`config.mk`:
```
export PLATFORM = sky130hd
export DESIGN_NAME = bus_fault_classifier
export DESIGN_NICKNAME = d
export VERILOG_FILES = /design/src/rtl/bfc_pkg.sv /design/src/rtl/bfc_region_decode.sv /design/src/rtl/bfc_cause_eval.sv /design/src/rtl/bfc_status_reg.sv /design/src/rtl/bus_fault_classifier.sv
export SDC_FILE = /design/constraint.sdc
export NUM_CORES = 1
export LEC_CHECK = 0
export ABC_AREA = 1
export BUFFER_PORTS_ARGS = -buffer_cell sky130_fd_sc_hd__clkbuf_2
export CORE_MARGIN = 1.5
export CORE_UTILIZATION = 39
export CTS_BUF_LIST = sky130_fd_sc_hd__clkbuf_8
export DETAILED_ROUTE_END_ITERATION = 8
export GPL_TIMING_DRIVEN = 0
export PLACE_DENSITY = 0.67
export SLEW_MARGIN = 10
export SYNTH_ARGS = -nofsm -noshare
export SYNTH_HDL_FRONTEND = slang
export SYNTH_SLANG_ARGS = --single-unit
```
`constraint.sdc`:
```
create_clock -name clk -period 6.02 [get_ports clk]
set_input_delay 1.204 -clock clk [delete_from_list [all_inputs] [get_ports clk]]
set_output_delay 1.204 -clock clk [all_outputs]
set_load 0.02 [all_outputs]
```
`src/rtl/bfc_pkg.sv`:
```
package bfc_pkg;

  typedef enum logic [1:0] {
    SZ_BYTE = 2'd0,
    SZ_HALF = 2'd1,
    SZ_WORD = 2'd2
  } acc_size_e;

  localparam int CAUSE_W  = 3;
  localparam int STAT_W   = 4;
  localparam int C_SIZE   = 0;
  localparam int C_PROT   = 1;
  localparam int C_RSVD   = 2;
  localparam int C_MISS   = 3;
  localparam int SLOT_SZ  = 4096;
  localparam int OFS_W    = 12;

  function automatic logic in_span(input logic [31:0] a,
                                   input int unsigned base,
                                   input int unsigned span);
    return (a >= base) && ((a - base) < span);
  endfunction

  function automatic logic at_or_above(input logic [31:0] a,
                                       input int unsigned base,
                                       input int unsigned span,
                                       input int unsigned impl);
    return in_span(a, base, span) && ((a - base) >= impl);
  endfunction

  function automatic logic [OFS_W-1:0] slot_ofs(input logic [31:0] a,
                                                input int unsigned base);
    logic [31:0] d;
    d = a - base;
    return d[OFS_W-1:0];
  endfunction

endpackage

```
`src/rtl/bfc_region_decode.sv`:
```
module bfc_region_decode
  import bfc_pkg::*;
#(
  parameter int unsigned ADDR_W         = 32,
  parameter int unsigned CODE_BASE      = 32'h0000_0000,
  parameter int unsigned CODE_WIN       = 32'h0010_0000,
  parameter int unsigned CODE_IMPL      = 32'h0004_0000,
  parameter int unsigned DATA_BASE      = 32'h2000_0000,
  parameter int unsigned DATA_WIN       = 32'h0010_0000,
  parameter int unsigned DATA_IMPL      = 32'h0000_4000,
  parameter int unsigned GUARD_BYTES    = 32'h0000_0800,
  parameter int unsigned SLOT_BASE      = 32'h4000_0000,
  parameter int unsigned NUM_SLOT       = 8,
  parameter logic [NUM_SLOT*OFS_W-1:0] SLOT_LAST = {8{12'h0FC}},
  parameter logic [NUM_SLOT-1:0]       SLOT_SYS  = 8'h0F
) (
  input  logic [ADDR_W-1:0] addr_i,
  output logic              in_slot_o,
  output logic              slot_sys_o,
  output logic              slot_over_o,
  output logic              guard_o,
  output logic              mem_over_o
);

  logic [31:0]         a32;
  logic [NUM_SLOT-1:0] hit_v;
  logic [NUM_SLOT-1:0] sys_v;
  logic [NUM_SLOT-1:0] over_v;

  assign a32 = 32'(addr_i);

  for (genvar i = 0; i < NUM_SLOT; i++) begin : g_slot
    localparam int unsigned SB = SLOT_BASE + i * SLOT_SZ;
    assign hit_v[i]  = in_span(a32, SB, SLOT_SZ);
    assign sys_v[i]  = hit_v[i] && SLOT_SYS[i];
    assign over_v[i] = hit_v[i] && (slot_ofs(a32, SB) > SLOT_LAST[i*OFS_W +: OFS_W]);
  end

  assign in_slot_o   = |hit_v;
  assign slot_sys_o  = |sys_v;
  assign slot_over_o = |over_v;
  assign guard_o     = in_span(a32, DATA_BASE, GUARD_BYTES);
  assign mem_over_o  = at_or_above(a32, CODE_BASE, CODE_WIN, CODE_IMPL) ||
                       at_or_above(a32, DATA_BASE, DATA_WIN, DATA_IMPL);

endmodule

```
`src/rtl/bfc_cause_eval.sv`:
```
module bfc_cause_eval
  import bfc_pkg::*;
(
  input  logic               clk,
  input  logic               rst_n,
  input  logic               valid_i,
  input  logic [1:0]         size_i,
  input  logic [1:0]         addr_lo_i,
  input  logic               write_i,
  input  logic               priv_i,
  input  logic               in_slot_i,
  input  logic               slot_sys_i,
  input  logic               slot_over_i,
  input  logic               guard_i,
  input  logic               mem_over_i,
  output logic [CAUSE_W-1:0] cause_o
);

  logic sub_word;
  logic word_misalign;
  logic user_write;

  assign sub_word      = (size_i != SZ_WORD);
  assign word_misalign = (size_i == SZ_WORD) && (addr_lo_i != 2'b00);
  assign user_write    = write_i && !priv_i;

  assign cause_o[C_SIZE] = valid_i && ((in_slot_i && sub_word) || word_misalign);
  assign cause_o[C_PROT] = valid_i && user_write && (slot_sys_i || guard_i);
  assign cause_o[C_RSVD] = valid_i && (slot_over_i || mem_over_i);

  // any sub-word access into a slot is flagged
  a_r1_slot_subword: assert property (@(posedge clk) disable iff (!rst_n)
    valid_i && in_slot_i && (size_i != SZ_WORD) |-> cause_o[C_SIZE]);

  // reads and privileged writes never draw the protection cause
  a_r4_no_prot: assert property (@(posedge clk) disable iff (!rst_n)
    (!write_i || priv_i) |-> !cause_o[C_PROT]);

  // beyond the last implemented offset of a slot
  a_r5_slot_over: assert property (@(posedge clk) disable iff (!rst_n)
    valid_i && slot_over_i |-> cause_o[C_RSVD]);

endmodule

```
`src/rtl/bfc_status_reg.sv`:
```
module bfc_status_reg
  import bfc_pkg::*;
(
  input  logic               clk,
  input  logic               rst_n,
  input  logic [CAUSE_W-1:0] cause_i,
  input  logic               clr_i,
  input  logic [STAT_W-1:0]  clr_mask_i,
  output logic [STAT_W-1:0]  stat_o,
  output logic               pulse_o
);

  logic [STAT_W-1:0] stat_q;
  logic [STAT_W-1:0] kept;
  logic [STAT_W-1:0] stat_d;
  logic              hit;
  logic              pulse_q;

  assign hit    = |cause_i;
  assign kept   = stat_q & ~(clr_i ? clr_mask_i : '0);
  assign stat_d = kept | {hit && (kept != '0), cause_i};

  always_ff @(posedge clk or negedge rst_n) begin
    if (!rst_n) begin
      stat_q  <= '0;
      pulse_q <= 1'b0;
    end else begin
      stat_q  <= stat_d;
      pulse_q <= hit;
    end
  end

  assign stat_o  = stat_q;
  assign pulse_o = pulse_q;

  // without a clear strobe no status bit falls
  a_r10_sticky: assert property (@(posedge clk) disable iff (!rst_n)
    !clr_i |=> ((stat_q & $past(stat_q)) == $past(stat_q)));

  // a fault over a nonzero record sets overflow
  a_r11_overflow: assert property (@(posedge clk) disable iff (!rst_n)
    hit && (kept != '0) |=> stat_q[C_MISS]);

  // a fault over an empty record leaves overflow low
  a_r11_clean: assert property (@(posedge clk) disable iff (!rst_n)
    hit && (kept == '0) |=> !stat_q[C_MISS]);

  // the request follows each fault by one cycle
  a_r9_pulse_on: assert property (@(posedge clk) disable iff (!rst_n)
    hit |=> pulse_q);

  a_r9_pulse_off: assert property (@(posedge clk) disable iff (!rst_n)
    !hit |=> !pulse_q);

endmodule

```
`src/rtl/bus_fault_classifier.sv`:
```
module bus_fault_classifier
  import bfc_pkg::*;
#(
  parameter int unsigned ADDR_W         = 32,
  parameter int unsigned CODE_BASE      = 32'h0000_0000,
  parameter int unsigned CODE_WIN       = 32'h0010_0000,
  parameter int unsigned CODE_IMPL      = 32'h0004_0000,
  parameter int unsigned DATA_BASE      = 32'h2000_0000,
  parameter int unsigned DATA_WIN       = 32'h0010_0000,
  parameter int unsigned DATA_IMPL      = 32'h0000_4000,
  parameter int unsigned GUARD_BYTES    = 32'h0000_0800,
  parameter int unsigned SLOT_BASE      = 32'h4000_0000,
  parameter int unsigned NUM_SLOT       = 8,
  parameter logic [NUM_SLOT*12-1:0] SLOT_LAST = {8{12'h0FC}},
  parameter logic [NUM_SLOT-1:0]    SLOT_SYS  = 8'h0F
) (
  input  logic              clk,
  input  logic              rst_n,
  input  logic              acc_valid_i,
  input  logic [ADDR_W-1:0] acc_addr_i,
  input  logic [1:0]        acc_size_i,
  input  logic              acc_write_i,
  input  logic              acc_priv_i,
  output logic              acc_err_o,
  output logic              fault_pulse_o,
  output logic [3:0]        stat_o,
  input  logic              stat_clr_i,
  input  logic [3:0]        stat_clr_mask_i
);

  logic               in_slot;
  logic               slot_sys;
  logic               slot_over;
  logic               guard;
  logic               mem_over;
  logic [CAUSE_W-1:0] cause;

  bfc_region_decode #(
    .ADDR_W(ADDR_W), .CODE_BASE(CODE_BASE), .CODE_WIN(CODE_WIN), .CODE_IMPL(CODE_IMPL),
    .DATA_BASE(DATA_BASE), .DATA_WIN(DATA_WIN), .DATA_IMPL(DATA_IMPL),
    .GUARD_BYTES(GUARD_BYTES), .SLOT_BASE(SLOT_BASE), .NUM_SLOT(NUM_SLOT),
    .SLOT_LAST(SLOT_LAST), .SLOT_SYS(SLOT_SYS)
  ) decode_i (
    .addr_i      (acc_addr_i),
    .in_slot_o   (in_slot),
    .slot_sys_o  (slot_sys),
    .slot_over_o (slot_over),
    .guard_o     (guard),
    .mem_over_o  (mem_over)
  );

  bfc_cause_eval eval_i (
    .clk         (clk),
    .rst_n       (rst_n),
    .valid_i     (acc_valid_i),
    .size_i      (acc_size_i),
    .addr_lo_i   (acc_addr_i[1:0]),
    .write_i     (acc_write_i),
    .priv_i      (acc_priv_i),
    .in_slot_i   (in_slot),
    .slot_sys_i  (slot_sys),
    .slot_over_i (slot_over),
    .guard_i     (guard),
    .mem_over_i  (mem_over),
    .cause_o     (cause)
  );

  bfc_status_reg status_i (
    .clk        (clk),
    .rst_n      (rst_n),
    .cause_i    (cause),
    .clr_i      (stat_clr_i),
    .clr_mask_i (stat_clr_mask_i),
    .stat_o     (stat_o),
    .pulse_o    (fault_pulse_o)
  );

  assign acc_err_o = |cause;

  // no error response without a valid access
  a_r8_err_needs_valid: assert property (@(posedge clk) disable iff (!rst_n)
    !acc_valid_i |-> !acc_err_o);

  // an error response is followed by the fault request
  a_r9_err_then_pulse: assert property (@(posedge clk) disable iff (!rst_n)
    acc_err_o |=> fault_pulse_o);

  // misaligned word transfers always draw an error
  a_r2_misaligned_word: assert property (@(posedge clk) disable iff (!rst_n)
    acc_valid_i && (acc_size_i == SZ_WORD) && (acc_addr_i[1:0] != 2'b00) |-> acc_err_o);

endmodule

```
# After elaboration in Yosys (flattened, before gate mapping)
# Index checks and enable logic that the tools add are counted.
[op_classes]
add_sub_neg = 9
order_cmp = 31
n_eq_ne = 2
n_mux = 1
bitwise = 3
n_reduce_logical = 40
[op_table]
columns = ["cell", "n"]
rows = [
  ["$ge A32 B31 Y1 const B", 8],
  ["$lt A32 B13 Y1 const B", 8],
  ["$sub A32 B31 Y32 const B", 8],
  ["$gt A12 B8 Y1 const B", 8],
  ["$lt A32 B21 Y1 const B", 2],
  ["$ge A32 B1 Y1 const B", 1],
  ["$ge A32 B15 Y1 const B", 1],
  ["$ge A32 B19 Y1 const B", 1],
  ["$ge A32 B30 Y1 const B", 1],
  ["$lt A32 B12 Y1 const B", 1],
  ["$sub A32 B30 Y32 const B", 1],
  ["$logic_and A1 B1 Y1", 29],
  ["$reduce_or A8 Y1", 2],
  ["$and A4 B4 Y4", 1],
  ["$logic_or A1 B1 Y1", 4],
  ["$mux W4", 1],
  ["$not A4 Y4", 1],
  ["$or A4 B4 Y4", 1],
  ["$reduce_bool A4 Y1", 1],
  ["$reduce_or A4 Y1", 1],
  ["$reduce_or A3 Y1", 1],
  ["$eq A2 B2 Y1 const B", 1],
  ["$ne A2 B2 Y1 const B", 1],
  ["$reduce_bool A2 Y1", 1],
  ["$logic_not A1 Y1", 1],
]
[word_totals]
reg_bits = 5
in_bits = 44
output_inout_bits = 6
wordCells = 88

# Depth between registers and ports, before layout
# Gate-level depths: netlist of the first run.
[logic_depth]
ltp_word = 10
depth_mapped = 22
depth_no_buf = 22

# Cells and area by module
# Synthesis of the first run repeated with hierarchy kept, for this count alone.
[unflattened]
hier_cells = 705
area_unflattened_um2 = 3434.5
[by_module_without_submodules]
columns = ["mod", "n_inst", "cells_each", "area_each_um2", "seq_area_each_um2"]
rows = [
  ["bfc_region_decode", 1, 665, 3163.0, 0.0],
  ["bfc_status_reg", 1, 23, 197.7, 125.1],
  ["bfc_cause_eval", 1, 14, 62.6, 0.0],
  ["bus_fault_classifier", 1, 3, 11.3, 0.0],
]

# Worst setup path after synthesis of the first run
# No wires, ideal clock.
[synth_timing]
kind = "input -> output"
from = "in acc_addr_i[29]"
to = "out acc_err_o"
t_arrival_ns = 2.998
setup_slack_ns = 1.818
stages = 17
path_buffers = 2
cell_sequence = "buf_2 > inv_1 > ha_1 > inv_1 > nor2_1 > nand2_1 > nor2_2 > nor2_4 > buf_6 > a21oi_1 > nor2_1 > nand3_1 > nand2_1 > nor2_2 > nand3_1 > a21oi_2 > nand2_2"
[synth_via]
elab_chain_len = 8
word_cells_on_any_way = 65
cone_classes = "add/sub: 9; order compare: 23; reduce/logical: 33"
[synth_rtl]
columns = ["element", "line_no", "text"]
rows = [
  ["from (decl)", "bus_fault_classifier.sv:20", "input logic [ADDR_W-1:0] acc_addr_i,"],
  ["$sub A32 B31 Y32 or $sub A32 B30 Y32 (tied branches)", "bfc_pkg.sv:21, bfc_pkg.sv:28", ""],
  ["$lt A32 B13 Y1 or $lt A32 B21 Y1 (tied branches)", "bfc_pkg.sv:21", "return (a >= base) && ((a - base) < span);"],
  ["$logic_and A1 B1 Y1", "bfc_pkg.sv:21", ""],
  ["$reduce_or A8 Y1, or another cell as far along", "bfc_region_decode.sv:39", "assign in_slot_o = |hit_v;"],
  ["$logic_and A1 B1 Y1, or another cell as far along", "bfc_cause_eval.sv:27", "assign cause_o[C_SIZE] = valid_i && ((in_slot_i && sub_word) || word_misalign);"],
  ["$logic_or A1 B1 Y1, on equally long branches", "bfc_cause_eval.sv:27, bfc_cause_eval.sv:29", ""],
  ["$logic_and A1 B1 Y1, on equally long branches", "bfc_cause_eval.sv:27, bfc_cause_eval.sv:29", ""],
  ["$reduce_or A3 Y1 (*)", "bus_fault_classifier.sv:78", "assign acc_err_o = |cause;"],
  ["to (decl)", "bus_fault_classifier.sv:24", "output logic acc_err_o,"],
]
# Mark *: on every way between the ends. The rest lies on a longest branch, timed or not.

# Final worst setup path of the first run
# Same ends and word-level chain as after synthesis.

==> results of run 1 <==
placed cells by master (no fill, tap or decap), types with 11 or more instances in the layout:
cell type  instances
nand3_1           92
nor2_4            14
nand2_2           11
clkbuf_2          41
inv_1             68
a21oi_1           14
o21ai_0           18
nor2_1           117
nand4_1           12
nand2_1          327
nor2_2            19
buf_2             15
sequential cells by signal (all words and copies together), names as in the netlist:
name,count
status_i.stat_o,4
status_i.pulse_o,1
power by group through the flow:
| stage | sequential, uW | combinational, uW | clock (uW) |
|---|---|---|---|
| finish | 36.6 | 198 | 59.2 |
| CTS | 36.6 | 193 | 60.4 |
| global route | 36.9 | 218 | 64.2 |
| floorplan | 39.7 | 125 | 0 |
| detailed placement | 37.0 | 192 | 0 |
| global placement | 37.0 | 192 | 0 |
layout make-up:
cell class / instances / area, um^2 / area share [%]
Multi-Input combinational cell: 669 / 3090 / 76.6
Sequential cell: 5 / 125 / 3.10
Clock buffer: 3 / 41.3 / 1.02
Inverter: 75 / 283 / 7.01
Clock inverter: 1 / 3.75 / 0.0930
Tap cell: 111 / 139 / 3.44
Buffer: 22 / 146 / 3.63
Timing Repair Buffer: 41 / 205 / 5.09
Yosys cell counts:
master    instances  area share (%)
o21ai_0          18             2.5
nand2_4           3            0.93
nand4_1          12             2.1
nor4_1            1            0.17
nor2_2           19             3.3
nand2_1         327              34
nor2_1          117              12
o21ai_1           6            0.82
nand3_1          92              13
a21oi_2           2            0.48
or2_2             1            0.17
clkinv_2          1            0.14
clkinv_1          4            0.41
inv_2             3            0.31
nand3b_1          2            0.41
nor2_8            1            0.55
buf_4             2            0.41
nand2_2          11             1.9
nor2_4           14             4.3
buf_2            15             2.1
a21oi_1          14             1.9
nor3_1            5            0.69
ha_1              8             2.7
nor3b_1           1            0.21
o211ai_1          4            0.82
inv_1            67             6.9
o311ai_0          1            0.24
a31oi_1           1            0.17
dfrtp_1           5             3.4
o21a_1            1            0.21
buf_6             5             1.5
xor2_1            8             1.9
worst min-delay path by stage:
stage | from | endpoint | slack (ns) | depth (start not counted)
6_report | status_i.stat_o[0] | status_i.stat_o[0] | 0.50 | 2
5_1_grt | status_i.stat_o[0] | status_i.stat_o[0] | 0.53 | 2
4_1_cts | status_i.stat_o[0] | status_i.stat_o[0] | 0.49 | 2
3_5_place_dp | status_i.stat_o[0] | status_i.stat_o[0] | 0.49 | 2
3_3_place_gp | status_i.stat_o[3] | status_i.stat_o[3] | 0.50 | 2
2_1_floorplan | status_i.stat_o[3] | status_i.stat_o[3] | 0.61 | 2
through the flow:
stage | power, uW | setup slack, ns | hold slack [ns]
2_1_floorplan | 165 | 1.82 | 0.607
3_3_place_gp | 229 | 1.04 | 0.496
3_5_place_dp | 229 | 1.07 | 0.486
4_1_cts | 290 | 1.06 | 0.495
5_1_grt | 319 | 0.734 | 0.526
6_report | 294 | 0.961 | 0.497
tightest hold or removal path: stages, from the launching register on:
cell,delay [ns]
dfrtp_1,0.33
nand2_1,0.07
nand2_1,0.06
routing by layer:
| metal | share of wire (%) | wire [um] |
|---|---|---|
| met1 | 41 | 5750 |
| met4 | 3.9 | 549 |
| met2 | 45 | 6300 |
| met5 | 0 | 0 |
| met3 | 11 | 1540 |
cell families after synthesis:
| kind of cell | synth area share (%) |
|---|---|
| DFF | 3.43 |
| adders and majority gates | 2.75 |
| xor gates and xnor gates | 1.92 |
| buffers and inverters | 11.8 |
| AOI/OAI and AO/OA | 7.14 |
| and+or+nand+nor | 73.0 |
==> flow_metrics.env, run 1 <==
export IMPL_hold_class="flip-flop to flip-flop"
export IMPL_synth_seq_cells=5
export IMPL_finClkSkew_ns=0.00191
export IMPL_post_cts_resized=0
export IMPL_worstPathRequired_ns=4.82
export IMPL_timing_final_crit_share_pct=84.0
export IMPL_gp_congestion=1.07
export IMPL_cts_tree="built"
export IMPL_htree_levels=1
export IMPL_clock_sinks=5
export IMPL_critPathSlowestCell="ha_1"
export IMPL_antenna_found_initial=0
export IMPL_post_drt_wl_per_cell_um=15.3
export IMPL_sequentialPowerShare_pct=12.4
export IMPL_cts_buffers=3
export IMPL_reg2reg_slack_ns=5.24
export IMPL_grt_pass1_wl_mm=22.6
export IMPL_switching_share_pct=53.3
export IMPL_p_int_uw=137
export IMPL_final_util_pct=44.1
export IMPL_syn_area_um2=3650
export IMPL_rows=35
export IMPL_die_h_um=99.7
export IMPL_yosysSeqAreaShare_pct=3.43
export IMPL_routed_wirelength_mm=14.1
export IMPL_power_leakage_uw=0.00216
export IMPL_n_antenna_cell=0
export IMPL_nets=869
export IMPL_vdd_ir_drop_max_uv=60.4
export IMPL_r2r_start="status_i.stat_o[3]"
export IMPL_p_clk_share_pct=20.1
export IMPL_cp_num_cells=21
export IMPL_endpoint_kind="output pin"
export IMPL_overflow=0
export IMPL_core_um2=9150
export IMPL_grt_busiest_layer="met2"
export IMPL_crit_start="acc_addr_i[29]"
export IMPL_crit_arrival_ns=3.85
export IMPL_slew_headroom_pct=72.4
export IMPL_critPathKind="input pin to output pin"
export IMPL_clockBufferDepth=2
export IMPL_postCtsHoldBufs=0
export IMPL_max_slew_worst_pin_slew_ns=0.413
export IMPL_dp_hpwl_mm=11.4
export IMPL_grt_use_met2_pct=45.5
export IMPL_grt_total_usage_pct=28.9
export IMPL_setup_tns_ns=0
export IMPL_post_route_drc_count=0
export IMPL_drv_slew=0
export IMPL_viasPerCell=5.45
export IMPL_avgSynthCellArea_um2=4.73
export IMPL_setup_viol=0
export IMPL_min_period_ns=5.06
export IMPL_final_cells=927
export IMPL_worst_path_buf_inv=6
export IMPL_io_buffers=41
export IMPL_synth_cell_types=32
export IMPL_grt_max_degree=11
export IMPL_vias=5053
export IMPL_syn_nets=823
export IMPL_p_comb_share_pct=67.4
export IMPL_grt_pass1_vias=4407
export IMPL_dpl_instance_area_um2=3990
export IMPL_rsz0062_at_grt="false"
export IMPL_post_cts_buffers=0
export IMPL_grt_met3_usage_pct=3.16
export IMPL_grtUsageMet1_pct=39.8
export IMPL_clock_fmax_ghz=0.198
export IMPL_die_area_um2=9940
export IMPL_fillCellCount=1061
export IMPL_p_switching_uw=157
export IMPL_path_delay_family="simple AND/OR/NAND/NOR gates"
export IMPL_rr_endpoint="status_i.stat_o[3]"
export IMPL_first_pass_iters=5
export IMPL_ys_warn_count=0
export IMPL_synth_cells=771
export IMPL_syn_to_final_growth_pct=10.7
export IMPL_dpl_cell_count=923
export IMPL_crit_chain="clkbuf_2, buf_2, inv_1, ha_1, inv_1, nor2_1, nor2_1, nand2_1, nor2_4, buf_6, a21oi_1, nor2_1, nand3_1, nand2_1, nor2_2, nand2_1, nand2_1, nand2_1, nand2_1, nand2_2, clkbuf_2"
export IMPL_crit_end="acc_err_o"
export IMPL_reg2regPathDepth=4
export IMPL_cpPeakStageDelay_ns=0.30
export IMPL_worstSkewPairLatency_ns=0.22
export IMPL_clk_pin_slew_worst_paths_ns=0.04
export IMPL_cts_root_buf="clkbuf_8"
export IMPL_drtIter0Drc=505
export IMPL_fin_area_um2=4040
export IMPL_die_w_um=99.7
export IMPL_outcome="complete, no violations"
export IMPL_powerDensity_nw_per_um2=72.9
export IMPL_cap_violations=0
export IMPL_start_util_pct=39.8
export IMPL_boundaryPins=50
export IMPL_ant_nets=0
export IMPL_hold_violations=0
export IMPL_crit_path_start_kind="input pin"
export IMPL_crit_fanout=10
export IMPL_drive_gt1_share_pct=14.8
export IMPL_timing_critical_path_mode_cell="nand2_1"
Power figures use the tool's default switching activity.
==> run 2, diff against run 1 <==
Settings changed: PLACE_DENSITY 0.67 to 0.69.
Clock period 6.02 ns to 4.6 ns, I/O delays scaled along.
==> run 2 against run 1 <==
Total power increased by 31%. Core utilization grew 0.082 points. Clock power is 29% higher. First-iteration DRC count rose by 4.0%. Global-route usage rose by 0.46 points. Die area is the same. Register-to-register slack worse by 1.4 ns.
==> flow_metrics.env, run 2 (synthesis gave the netlist of run 1 again) <==
export IMPL_die_area_um2=9940
export IMPL_syn_to_final_growth_pct=10.9
export IMPL_grt_total_usage_pct=29.3
export IMPL_viasPerCell=5.42
export IMPL_boundaryPins=50
export IMPL_crit_fanout=10
export IMPL_rows=35
export IMPL_hold_violations=0
export IMPL_power_leakage_uw=0.00216
export IMPL_cts_buffers=3
export IMPL_cts_root_buf="clkbuf_8"
export IMPL_grt_max_degree=11
export IMPL_grt_pass1_vias=4490
export IMPL_setup_tns_ns=0
export IMPL_layout_commonest_cell="nand2_1"
export IMPL_htree_levels=1
export IMPL_critPathKind="input pin to output pin"
export IMPL_crit_chain="clkbuf_2, buf_2, inv_1, ha_1, inv_1, nor2_1, nor2_1, nand2_1, nor2_4, buf_6, o21ai_1, nand2_1, nand2_1, nand3_1, nand2_1, nor2_2, nand3_1, a21oi_2, nand2_2, clkbuf_2"
export IMPL_nets=869
export IMPL_gp_congestion=0.969
export IMPL_clk_pin_slew_worst_paths_ns=0.03
export IMPL_largest_reg_flops=4
export IMPL_post_route_drc_count=0
export IMPL_setup_viol=0
export IMPL_start_util_pct=39.8
export IMPL_timing_critical_path_mode_cell="nand2_1"
export IMPL_finClkSkew_ns=0.00105
export IMPL_timing_final_crit_share_pct=94.8
export IMPL_powerDensity_nw_per_um2=95.7
export IMPL_critPathSlowestCell="ha_1"
export IMPL_clock_fmax_ghz=0.229
export IMPL_drtIter0Drc=525
export IMPL_ant_nets=0
export IMPL_cap_violations=0
export IMPL_vdd_ir_drop_max_uv=60.1
export IMPL_post_cts_buffers=0
export IMPL_core_um2=9150
export IMPL_io_buffers=41
export IMPL_max_slew_worst_pin_slew_ns=0.430
export IMPL_rsz0062_at_grt="false"
export IMPL_final_cells=928
export IMPL_clockBufferDepth=2
export IMPL_min_period_ns=4.36
export IMPL_outcome="complete, no violations"
export IMPL_fillCellCount=1094
export IMPL_crit_arrival_ns=3.44
export IMPL_hold_ws_ns=0.502
export IMPL_reg2reg_slack_ns=3.82
export IMPL_endpoint_kind="output pin"
export IMPL_dpl_cell_count=923
export IMPL_cpPeakStageDelay_ns=0.28
export IMPL_die_h_um=99.7
export IMPL_first_pass_iters=8
export IMPL_r2r_start="status_i.stat_o[3]"
export IMPL_crit_start="acc_addr_i[29]"
export IMPL_drv_slew=0
export IMPL_vias=5026
export IMPL_post_drt_wl_per_cell_um=15.7
export IMPL_worstSkewPairLatency_ns=0.22
export IMPL_crit_path_start_kind="input pin"
export IMPL_overflow=0
export IMPL_postCtsHoldBufs=0
export IMPL_final_cell_mix="nand2_1 (327), nor2_1 (116), nand3_1 (92)"
export IMPL_routed_wirelength_mm=14.6
export IMPL_hold_class="flip-flop to flip-flop"
export IMPL_slew_headroom_pct=71.4
export IMPL_antenna_found_initial=1
export IMPL_cts_tree="built"
export IMPL_hp_start="status_i.stat_o[0]"
export IMPL_dp_hpwl_mm=11.8
export IMPL_drive_gt1_share_pct=15.1
export IMPL_final_util_pct=44.2
export IMPL_grt_pass1_wl_mm=22.9
export IMPL_clock_sinks=5
export IMPL_die_w_um=99.7
export IMPL_worstPathRequired_ns=3.68
run 2: what timing repair did:
action	4_1_cts	5_1_grt
gates resized for setup	0	2
setup endpoints to repair	0	1
hold endpoints to repair	0	0
run 2: per-layer routing:
| layer | up-vias | global-route usage, % | part of all wire (%) |
|---|---|---|---|
| li1 | 2514 | - | - |
| met3 | 49 | 4.29 | 9.7 |
| met1 | 2203 | 39.7 | 42 |
| met4 | 0 | 13.3 | 4.7 |
| met2 | 260 | 45.9 | 43 |
| met5 | - | 0 | 0 |
run 2: where the power goes:
group          switching, uW  internal [uW]  total, uW
Combinational            186           76.3        262
Clock                   19.6           57.0       76.6
Sequential              1.05           46.9       47.9
Total                    207            180        387
run 2: per-stage QoR:
stage / setup WS, ns / cell area (um^2) / power [uW]
2_1_floorplan: 0.966 / 3650 / 216
3_3_place_gp: 0.197 / 3990 / 302
3_5_place_dp: 0.224 / 3990 / 302
4_1_cts: 0.215 / 4040 / 381
5_1_grt: 0.00545 / 4040 / 416
6_report: 0.238 / 4040 / 387
run 2: worst max-delay path: cells and delay by family:
| kind | cells | cell delay (ns) |
|---|---|---|
| buffers and inverters | 6 | 0.97 |
| AND/OR/NAND/NOR | 11 | 1.05 |
| AO/OA/AOI/OAI | 2 | 0.22 |
| adder cells (fa/ha/maj) | 1 | 0.28 |
run 2: worst paths after layout:
check / to / depth (start not counted)
worst max-delay path: acc_err_o / 20
worst min-delay path: status_i.stat_o[0] / 2
worst max register to register: status_i.stat_o[3] / 4
worst min register to register: status_i.stat_o[0] / 2
max in group asynchronous: status_i.stat_o[0] / 1
min in group asynchronous: status_i.pulse_o / 1
run 2: area by class of cell:
cell class | instances | area (um^2) | share of cell area (%)
sequential | 5 | 125 | 3.10
timing repair buffer | 41 | 205 | 5.08
clock buffer | 3 | 41.3 | 1.02
clock inverter | 1 | 3.75 | 0.0929
multi-input combinational | 669 | 3100 | 76.6
antenna | 1 | 2.50 | 0.0619
buffer | 22 | 146 | 3.62
inverter | 75 | 283 | 6.99
tap | 111 | 139 | 3.44
==> run 3, diff against run 2 <==
Settings changed: CTS_BUF_LIST sky130_fd_sc_hd__clkbuf_8 to unset.
==> run 3 against run 2 <==
Clock-buffer cell count is 1 higher. Critical path type unchanged. Non-clock buffer count stayed put. Largest power group unchanged. Sequential share of layout area stayed put. Clock skew hardly changed. Largest cell class unchanged. Register-to-register slack hardly changed. Worst hold slack hardly changed. Routed wire length hardly changed.
==> flow_metrics.env, run 3 (synthesis gave the netlist of run 1 again) <==
export IMPL_outcome="complete, no violations"
export IMPL_clock_sinks=5
export IMPL_clock_fmax_ghz=0.229
export IMPL_crit_arrival_ns=3.44
export IMPL_cts_root_buf="clkbuf_8"
export IMPL_rr_endpoint="status_i.stat_o[3]"
export IMPL_switching_share_pct=53.2
export IMPL_max_slew_worst_pin_slew_ns=0.434
export IMPL_min_to="status_i.stat_o[0]"
export IMPL_drive_gt1_share_pct=15.1
export IMPL_core_um2=9150
export IMPL_vdd_ir_drop_max_uv=60.6
export IMPL_largest_reg_flops=4
export IMPL_r2r_start="status_i.stat_o[3]"
export IMPL_die_w_um=99.7
export IMPL_grt_total_usage_pct=29.3
export IMPL_postCtsHoldBufs=0
export IMPL_final_util_pct=44.2
export IMPL_start_util_pct=39.8
export IMPL_vias=5033
export IMPL_layout_commonest_cell="nand2_1"
export IMPL_endpoint_kind="output pin"
export IMPL_worstPathRequired_ns=3.68
export IMPL_clockBufferDepth=2
export IMPL_die_h_um=99.7
export IMPL_min_period_ns=4.36
export IMPL_drtIter0Drc=525
export IMPL_crit_fanout=10
export IMPL_drv_slew=0
export IMPL_post_drt_wl_per_cell_um=15.8
export IMPL_powerDensity_nw_per_um2=96.4
export IMPL_antenna_found_initial=1
export IMPL_hold_violations=0
export IMPL_cap_violations=0
export IMPL_critPathKind="input pin to output pin"
export IMPL_htree_levels=1
export IMPL_dp_hpwl_mm=11.8
export IMPL_power_leakage_uw=0.00215
export IMPL_cts_tree="built"
export IMPL_reg2regPathDepth=4
export IMPL_grt_pass1_vias=4490
export IMPL_grt_pass1_wl_mm=22.9
export IMPL_p_switching_uw=207
export IMPL_min_path_cells=2
export IMPL_cts_buffers=3
export IMPL_nets=869
export IMPL_ant_nets=0
export IMPL_fillCellCount=1094
export IMPL_seq_area_um2=125
export IMPL_hold_class="flip-flop to flip-flop"
export IMPL_setup_viol=0
export IMPL_p_comb_share_pct=67.4
export IMPL_p_int_uw=183
export IMPL_boundaryPins=50
export IMPL_rows=35
export IMPL_worstSkewPairLatency_ns=0.22
export IMPL_final_cell_mix="nand2_1 (327), nor2_1 (116), nand3_1 (92)"
export IMPL_overflow=0
export IMPL_reg2reg_slack_ns=3.82
export IMPL_routed_wirelength_mm=14.6
export IMPL_finClkSkew_ns=0.00115
export IMPL_post_route_drc_count=0
export IMPL_setup_tns_ns=0
export IMPL_rsz0062_at_grt="false"
export IMPL_p_clk_share_pct=20.3
export IMPL_syn_to_final_growth_pct=10.9
export IMPL_multi_input_area_um2=3100
export IMPL_timing_final_crit_share_pct=94.8
export IMPL_clk_pin_slew_worst_paths_ns=0.03
export IMPL_viasPerCell=5.42
export IMPL_slew_headroom_pct=71.1
export IMPL_post_cts_buffers=0
export IMPL_hp_start="status_i.stat_o[0]"
export IMPL_die_area_um2=9940
export IMPL_grt_max_degree=11
export IMPL_io_buffers=41
export IMPL_crit_path_start_kind="input pin"
export IMPL_gp_congestion=0.969
export IMPL_post_cts_resized=0
export IMPL_sequentialPowerShare_pct=12.3
export IMPL_first_pass_iters=5
[run 3: changes by cell type in the layout (fill, tap and decap cells not counted), sizes merged]
cell    delta
inv        -1
clkbuf     +1
[run 3: layer usage]
| metal | up-vias | track usage (%) | wire [um] |
|---|---|---|---|
| met5 | - | 0 | 0 |
| met3 | 49 | 4.29 | 1390 |
| met4 | 0 | 13.3 | 682 |
| met1 | 2211 | 39.7 | 6180 |
| met2 | 258 | 45.9 | 6370 |
| li1 | 2515 | - | - |
[run 3: how the worst max path moves through the flow]
stage | startpoint | to | slack [ns] | cells after the start
floorplan | acc_addr_i[29] | acc_err_o | 0.97 | 17
detailed placement | acc_addr_i[29] | acc_err_o | 0.22 | 21
CTS | acc_addr_i[29] | acc_err_o | 0.22 | 21
global placement | acc_addr_i[29] | acc_err_o | 0.20 | 21
global route | acc_addr_i[14] | acc_err_o | 0.005 | 21
finish | acc_addr_i[14] | acc_err_o | 0.24 | 21
[run 3: worst max-delay path, cell delays in order]
cell	delay, ns
clkbuf_2	0.21
inv_2	0.16
ha_1	0.23
nand2_1	0.16
nand2_1	0.14
nor2_2	0.27
nand3_1	0.12
nand2_1	0.10
nand2_1	0.06
nor2_1	0.14
nand2_1	0.08
nor2_1	0.15
nand2_1	0.08
nand2_1	0.08
nor2_2	0.05
nand2_1	0.05
nand2_1	0.04
nand2_1	0.06
nand2_1	0.07
nand2_2	0.09
clkbuf_2	0.16
[run 3: cell type report]
type | instances | area share [%]
plain buffers | 22 | 3.62
repair buffers | 41 | 5.08
diodes | 1 | 0.0619
multi-input cells | 669 | 76.6
well taps | 111 | 3.44
flip-flops and latches | 5 | 3.10
inverters | 75 | 6.99
clock buffers | 4 | 1.11
[run 3: stage by stage]
step           power, uW  setup slack, ns  hold WS [ns]  std cells  area, um^2
2_1_floorplan        216            0.966         0.607        771        3650
4_1_cts              383            0.215         0.505        927        4040
6_report             390            0.238         0.502        928        4040
3_5_place_dp         302            0.224         0.496        923        3990
5_1_grt              418          0.00545         0.520        928        4040
3_3_place_gp         302            0.197         0.493        923        3990
[run 3: power by group through the flow]
stage,clock network (uW),registers (uW),logic (uW)
CTS,80.1,48.0,255
floorplan,0,51.9,164
global placement,0,48.4,254
global route,81.6,48.4,288
finish,79.2,47.9,263
detailed placement,0,48.5,254
